[src/rtl/bcd_chain_pkg.sv]
package bcd_chain_pkg;

  typedef struct packed {
    logic p;  // pair passes an incoming carry
    logic g;  // pair produces a carry by itself
  } dpg_t;

  // Flags from operand bits: the upper three bits of each digit carry weights 2,4,8.
  function automatic dpg_t digit_pg(input logic [3:0] a, input logic [3:0] b);
    dpg_t r;
    logic [3:0] hs;
    hs  = {1'b0, a[3:1]} + {1'b0, b[3:1]};
    r.p = (hs == 4'd4) && (a[0] ^ b[0]);
    r.g = (hs >= 4'd5) || ((hs == 4'd4) && a[0] && b[0]);
    return r;
  endfunction

  // Low four bits of the binary digit sum.
  function automatic logic [3:0] digit_bin(input logic [3:0] a, input logic [3:0] b,
                                           input logic ci);
    return a + b + {3'b000, ci};
  endfunction

  // Add six through the upper three bits when a decimal carry leaves the digit.
  function automatic logic [3:0] digit_fix(input logic [3:0] bin, input logic dc);
    logic [2:0] hi;
    hi = bin[3:1] + 3'd3;
    return dc ? {hi, bin[0]} : bin;
  endfunction

endpackage

[src/rtl/bcd_pg_cell.sv]
module bcd_pg_cell
  import bcd_chain_pkg::*;
(
  input  logic [3:0] a_i,
  input  logic [3:0] b_i,
  output logic       p_o,
  output logic       g_o
);
  dpg_t pg;
  always_comb begin
    pg  = digit_pg(a_i, b_i);
    p_o = pg.p;
    g_o = pg.g;
  end
endmodule

[src/rtl/bcd_carry_chain.sv]
module bcd_carry_chain #(
  parameter int DIGITS = 4
) (
  input  logic [DIGITS-1:0] p_i,
  input  logic [DIGITS-1:0] g_i,
  input  logic              cin_i,
  output logic [DIGITS:0]   carry_o
);
  assign carry_o[0] = cin_i;
  for (genvar i = 0; i < DIGITS; i++) begin : g_stage
    // one 2-to-1 select per digit
    assign carry_o[i+1] = p_i[i] ? carry_o[i] : g_i[i];
  end
endmodule

[src/rtl/bcd_digit_sum.sv]
module bcd_digit_sum
  import bcd_chain_pkg::*;
(
  input  logic [3:0] a_i,
  input  logic [3:0] b_i,
  input  logic       ci_i,
  input  logic       co_i,
  output logic [3:0] s_o
);
  logic [3:0] bin;
  always_comb begin
    bin = digit_bin(a_i, b_i, ci_i);
    s_o = digit_fix(bin, co_i);
  end
endmodule

[src/rtl/bcd_chain_adder.sv]
module bcd_chain_adder #(
  parameter int DIGITS = 4
) (
  input  logic [4*DIGITS-1:0] a_i,
  input  logic [4*DIGITS-1:0] b_i,
  input  logic                cin_i,
  output logic [4*DIGITS-1:0] sum_o,
  output logic                cout_o
);
  localparam int W = 4 * DIGITS;

  logic [DIGITS-1:0] dig_p;
  logic [DIGITS-1:0] dig_g;
  logic [DIGITS:0]   dig_c;

  for (genvar i = 0; i < DIGITS; i++) begin : g_dig
    bcd_pg_cell u_pg (
      .a_i (a_i[4*i +: 4]),
      .b_i (b_i[4*i +: 4]),
      .p_o (dig_p[i]),
      .g_o (dig_g[i])
    );
    bcd_digit_sum u_sum (
      .a_i  (a_i[4*i +: 4]),
      .b_i  (b_i[4*i +: 4]),
      .ci_i (dig_c[i]),
      .co_i (dig_c[i+1]),
      .s_o  (sum_o[4*i +: 4])
    );
  end

  bcd_carry_chain #(.DIGITS(DIGITS)) u_chain (
    .p_i     (dig_p),
    .g_i     (dig_g),
    .cin_i   (cin_i),
    .carry_o (dig_c)
  );

  assign cout_o = dig_c[DIGITS];

  logic [W-1:0] unused_w;
  assign unused_w = '0;
endmodule

[config.mk]
export PLATFORM = sky130hd
export DESIGN_NAME = bcd_chain_adder
export DESIGN_NICKNAME = d
export VERILOG_FILES = /design/src/rtl/bcd_chain_pkg.sv /design/src/rtl/bcd_pg_cell.sv /design/src/rtl/bcd_carry_chain.sv /design/src/rtl/bcd_digit_sum.sv /design/src/rtl/bcd_chain_adder.sv
export SDC_FILE = /design/constraint.sdc
export NUM_CORES = 1
export LEC_CHECK = 0
export ABC_AREA = 1
export ABC_CLOCK_PERIOD_IN_PS = 4900
export BUFFER_PORTS_ARGS = -buffer_cell sky130_fd_sc_hd__buf_2
export CORE_MARGIN = 10
export CORE_UTILIZATION = 27
export DETAILED_ROUTE_END_ITERATION = 16
export PLACE_DENSITY = 0.44
export SLEW_MARGIN = 40
export SYNTH_ARGS = -nofsm -noshare
export SYNTH_HDL_FRONTEND = slang
export SYNTH_HIERARCHICAL = 1
export SYNTH_SLANG_ARGS = --single-unit
export TNS_END_PERCENT = 5
[constraint.sdc]
create_clock -name vclk -period 4.9
set_input_delay 0.245 -clock vclk [all_inputs]
set_output_delay 0.245 -clock vclk [all_outputs]
set_load 0.005 [all_outputs]
======== Word-level counts from Yosys, hierarchy flattened ========
Cells that the tools add are included.
storage, ports and cells
  logic and storage cells ................. 52
  register bits after elaboration ......... 0
  output and inout port bits .............. 17
  bits of input ports ..................... 33
operators by class
  order comparisons ....................... 4
  add/subtract/negate cells ............... 16
  reductions and logical operators ........ 16
  bitwise logic cells ..................... 4
  mux-type cells .......................... 8
  eq/ne operators ......................... 4
operators with widths
  cell                   number
  $add A3 B3 Y4          4
  $add A4 B1 Y4          4
  $add A4 B4 Y4          4
  $eq A4 B3 Y1 const B   4
  $ge A4 B3 Y1 const B   4
  $mux W4                4
  $add A3 B2 Y3 const B  4
  $logic_and A1 B1 Y1    12
  $logic_or A1 B1 Y1     4
  $mux W1                4
  $xor A1 B1 Y1          4

======== Longest topological paths before layout ========
  depth in word-level cells ............... 11
  mapped depth ............................ 23

======== Modules after synthesis ========
The synthesis kept the hierarchy.
by module, submodules not included
  module           cells each  instances  area an instance (sq um)  seq. area each (sq um)
  bcd_digit_sum    40          4          240.2                     0.0
  bcd_pg_cell      25          4          145.1                     0.0
  bcd_carry_chain  19          1          102.6                     0.0

======== Worst setup path after synthesis ========
OpenSTA, ideal clock, no wires.
  path kind ............................... input-to-output
  from .................................... input a_i[1]
  to ...................................... output sum_o[15]
  path slack .............................. 1.433 ns
  stages on the path ...................... 22
  path buffers ............................ 0
  arrival time ............................ 3.222 ns
  cells stage by stage .................... ha_1 > inv_1 > fa_1 > nand2_1 > nor2_1 > nand3_1 > nor2_1 > inv_1 > nand2_2 > nand3_2 > nand3_2 > and2_1 > inv_1 > fa_1 > fa_1 > xor2_1 > ha_1 > inv_1 > nand2_1 > nand3_1 > nand3_1 > nand2_1
between the ends
  elaborated cells on any way between the ends .. 14
  those cells by class .................... add/sub (3); order compare (1); eq/ne (1); mux (5); reduce/logical (4)
RTL lines
  item                      RTL line               RTL
  from (decl)               bcd_chain_adder.sv:4   input logic [4*DIGITS-1:0] a_i,
  $add A3 B3 Y4 (*)         bcd_chain_pkg.sv:12    hs = {1'b0, a[3:1]} + {1'b0, b[3:1]};
  $eq A4 B3 Y1 (*)          bcd_chain_pkg.sv:13    r.p = (hs == 4'd4) && (a[0] ^ b[0]);
  $logic_and A1 B1 Y1 (*)   bcd_chain_pkg.sv:13
  via dig_p[0]              bcd_chain_adder.sv:12  logic [DIGITS-1:0] dig_p;
  $mux W1 (*) (3 in a row)  bcd_carry_chain.sv:12  assign carry_o[i+1] = p_i[i] ? carry_o[i] : g_i[i];
  via dig_c[3]              bcd_chain_adder.sv:14  logic [DIGITS:0] dig_c;
  $add A4 B1 Y4             bcd_chain_pkg.sv:21    return a + b + {3'b000, ci};
  $add A3 B2 Y3             bcd_chain_pkg.sv:27    hi = bin[3:1] + 3'd3;
  $mux W4 (*)               bcd_chain_pkg.sv:28    return dc ? {hi, bin[0]} : bin;
  to (decl)                 bcd_chain_adder.sv:7   output logic [4*DIGITS-1:0] sum_o,
The timed path passes the listed nets; every way through them passes the cells marked *.

======== Worst setup path in the final report ========
Ends and elaborated chain as after synthesis.

==> summary.json <==
{
  "synth-seq-area-share_pct": 0,
  "synth.area.top_cells": "ha_1 18%, inv_1 17%, nand2_1 16%",
  "netlist-cell-type-count": 20,
  "postRouteWirelength_um": 3790,
  "holdBufCountCts": 0,
  "die_area_um2": 9610,
  "critical_path.endpoint_type": "output pin",
  "start_util_pct": 27.8,
  "timing.setup.critical_path_class": "input pin to output pin",
  "die-height_um": 98.0,
  "synth.largest_area_cell": "ha_1",
  "die-width_um": 98.0,
  "nFlopsAndLatches": 0,
  "dr.first_iter.drc_count": 22,
  "post-synth-top-area-fraction_pct": 18.3,
  "num_antenna_cells": 0,
  "number_of_antenna_violations_at_the_first_check_in_global_routing": 0,
  "sequential_cell_area_um2": 0,
  "cts-resized-gates": 0,
  "synth_area_per_cell_um2": 5.89,
  "finalMaxSlewViolations": 0,
  "worst_ep_required_time_ns": 4.66,
  "max_slew_margin_pct": 84.1,
  "share_of_post_route_cells_with_drive_strength_above_1_pct": 18.9,
  "num-fill-cells": 689,
  "flow.area_growth_from_synthesis_pct": 20.5,
  "placed_cells": 403,
  "post_route_fraction_of_the_period_consumed_by_the_critical_path_pct": 79.6,
  "route.vias.total": 1657,
  "ant_nets": 0,
  "pwr_density_cell_nw_per_um2": 158,
  "max_clock_freq_mhz": 256,
  "grt_max_degree": 6,
  "max_slew.worst_pin.slew_ns": 0.239,
  "worst_hold_path_type": "input pin to output pin",
  "outcome": "completed",
  "critical_path_at_ns": 3.65,
  "setup_ws_ns": 1.00,
  "globalRouteOverflowTotal": 0,
  "firstDrtPassIters": 4,
  "post-route-min-period_ns": 3.90,
  "number_of_placed_i_o_pins": 50,
  "post_cts_setup_buffers": 0,
  "instances_no_fill": 403,
  "synth_cells": 279,
  "routedWlPerCell_um": 9.40,
  "critPathLaunchType": "input pin",
  "gp_routability_congestion": 0.714,
  "grt_pass1_vias": 1610,
  "finalHoldViolations": 0,
  "yosysWarnings": 6,
  "routed_vias_inst": 4.11,
  "core_um2": 5920,
  "port_buffers": 50,
  "clkbuf_count": 0,
  "critical_path.max_fanout": 5,
  "final_setup_violations": 0,
  "timing.max_cap.violations": 0,
  "fin_nets": 399,
  "syn_nets": 348,
  "fin_setup_tns_ns": 0,
  "global_route_wire_length_before_repair_um": 6800,
  "grt_setup_unrepaired": "false",
  "hold_path_depth": 6,
  "post-synth-top-count-cell": "inv_1",
  "global_route.usage.total_pct": 7.69,
  "placementRows": 28,
  "ir_drop_mv": 0.0689,
  "netlist_top_cells_count": "74 x inv_1, 68 x nand2_1, 41 x nand3_1",
  "finalHoldWorstSlack_ns": 0.951,
  "leakage_nw": 1.27,
  "detail_route.drc_violations": 0,
  "syn_area_um2": 1640,
  "dp_slack_ns": 0.965,
  "hpwlAfterDp_um": 3650
}
==> report_power, final <==
group          internal, mW  switching [mW]
Sequential                0               0
Clock                     0               0
Combinational         0.143           0.170
==> worst max-delay path, stage by stage <==
cell and delay [ns]:
buf_2 0.10, ha_1 0.16, inv_1 0.05, fa_1 0.47, nand2_1 0.06, nor2_1 0.10, nand3_1 0.07, nor2_1 0.11
inv_1 0.06, nand2_2 0.07, nand3_2 0.07, nand3_2 0.07, and2_1 0.26, inv_1 0.08, fa_1 0.41, fa_1 0.39
xor2_1 0.17, ha_1 0.23, nor2_2 0.13, nand3_1 0.08, nand3_1 0.08, nand2_1 0.05, buf_2 0.12
==> cell usage in the layout (no fill, tap or decap) <==
cell type  count
fa_1          12
or2_1          1
a21oi_1        8
xnor2_1        4
nor2_2         4
inv_1         74
nand2_1       68
buf_2         50
mux2i_1        4
o21ai_0        4
nor2_1        12
and2_2         1
nand2_2        1
and2_1         2
or2_0          8
xor2_1         4
nand3_2        2
inv_2          4
ha_1          24
nand3_1       41
==> layer usage <==
layer,vias up,routed length (µm),global-route usage [%]
li1,944,-,-
met1,686,1970,10.6
met2,27,1620,12.8
met3,0,197,1.27
met4,0,0,0
met5,-,0,0
==> final timing paths <==
check             startpoint  slack (ns)        end
setup / recovery      a_i[1]        1.00  sum_o[15]
hold / removal        b_i[7]        0.95   sum_o[7]
==> stage by stage <==
step	cell area (µm²)	total power [mW]	utilization [%]
after detailed placement	1980	0.322	33.5
after global routing	1980	0.368	33.5
after floorplan	1640	0.212	-
after CTS	1980	0.324	33.5
final	1980	0.313	33.5
after global placement	1980	0.323	33.5
==> cell type report <==
cell class | count | area, µm² | share of cell area [%]
inverters | 78 | 293 | 14.8
repair buffers | 50 | 250 | 12.6
multi-input cells | 200 | 1340 | 67.8
well taps | 75 | 93.8 | 4.74
==> logic make-up after synthesis <==
family	synth area share (%)
AND/OR/NAND/NOR	38.5
buffers and inverters	18.3
adder cells (fa/ha/maj)	32.9
AO/OA/AOI/OAI	3.65
XOR/XNOR	4.26
multiplexers	2.44
Power figures use the tool's default switching activity.
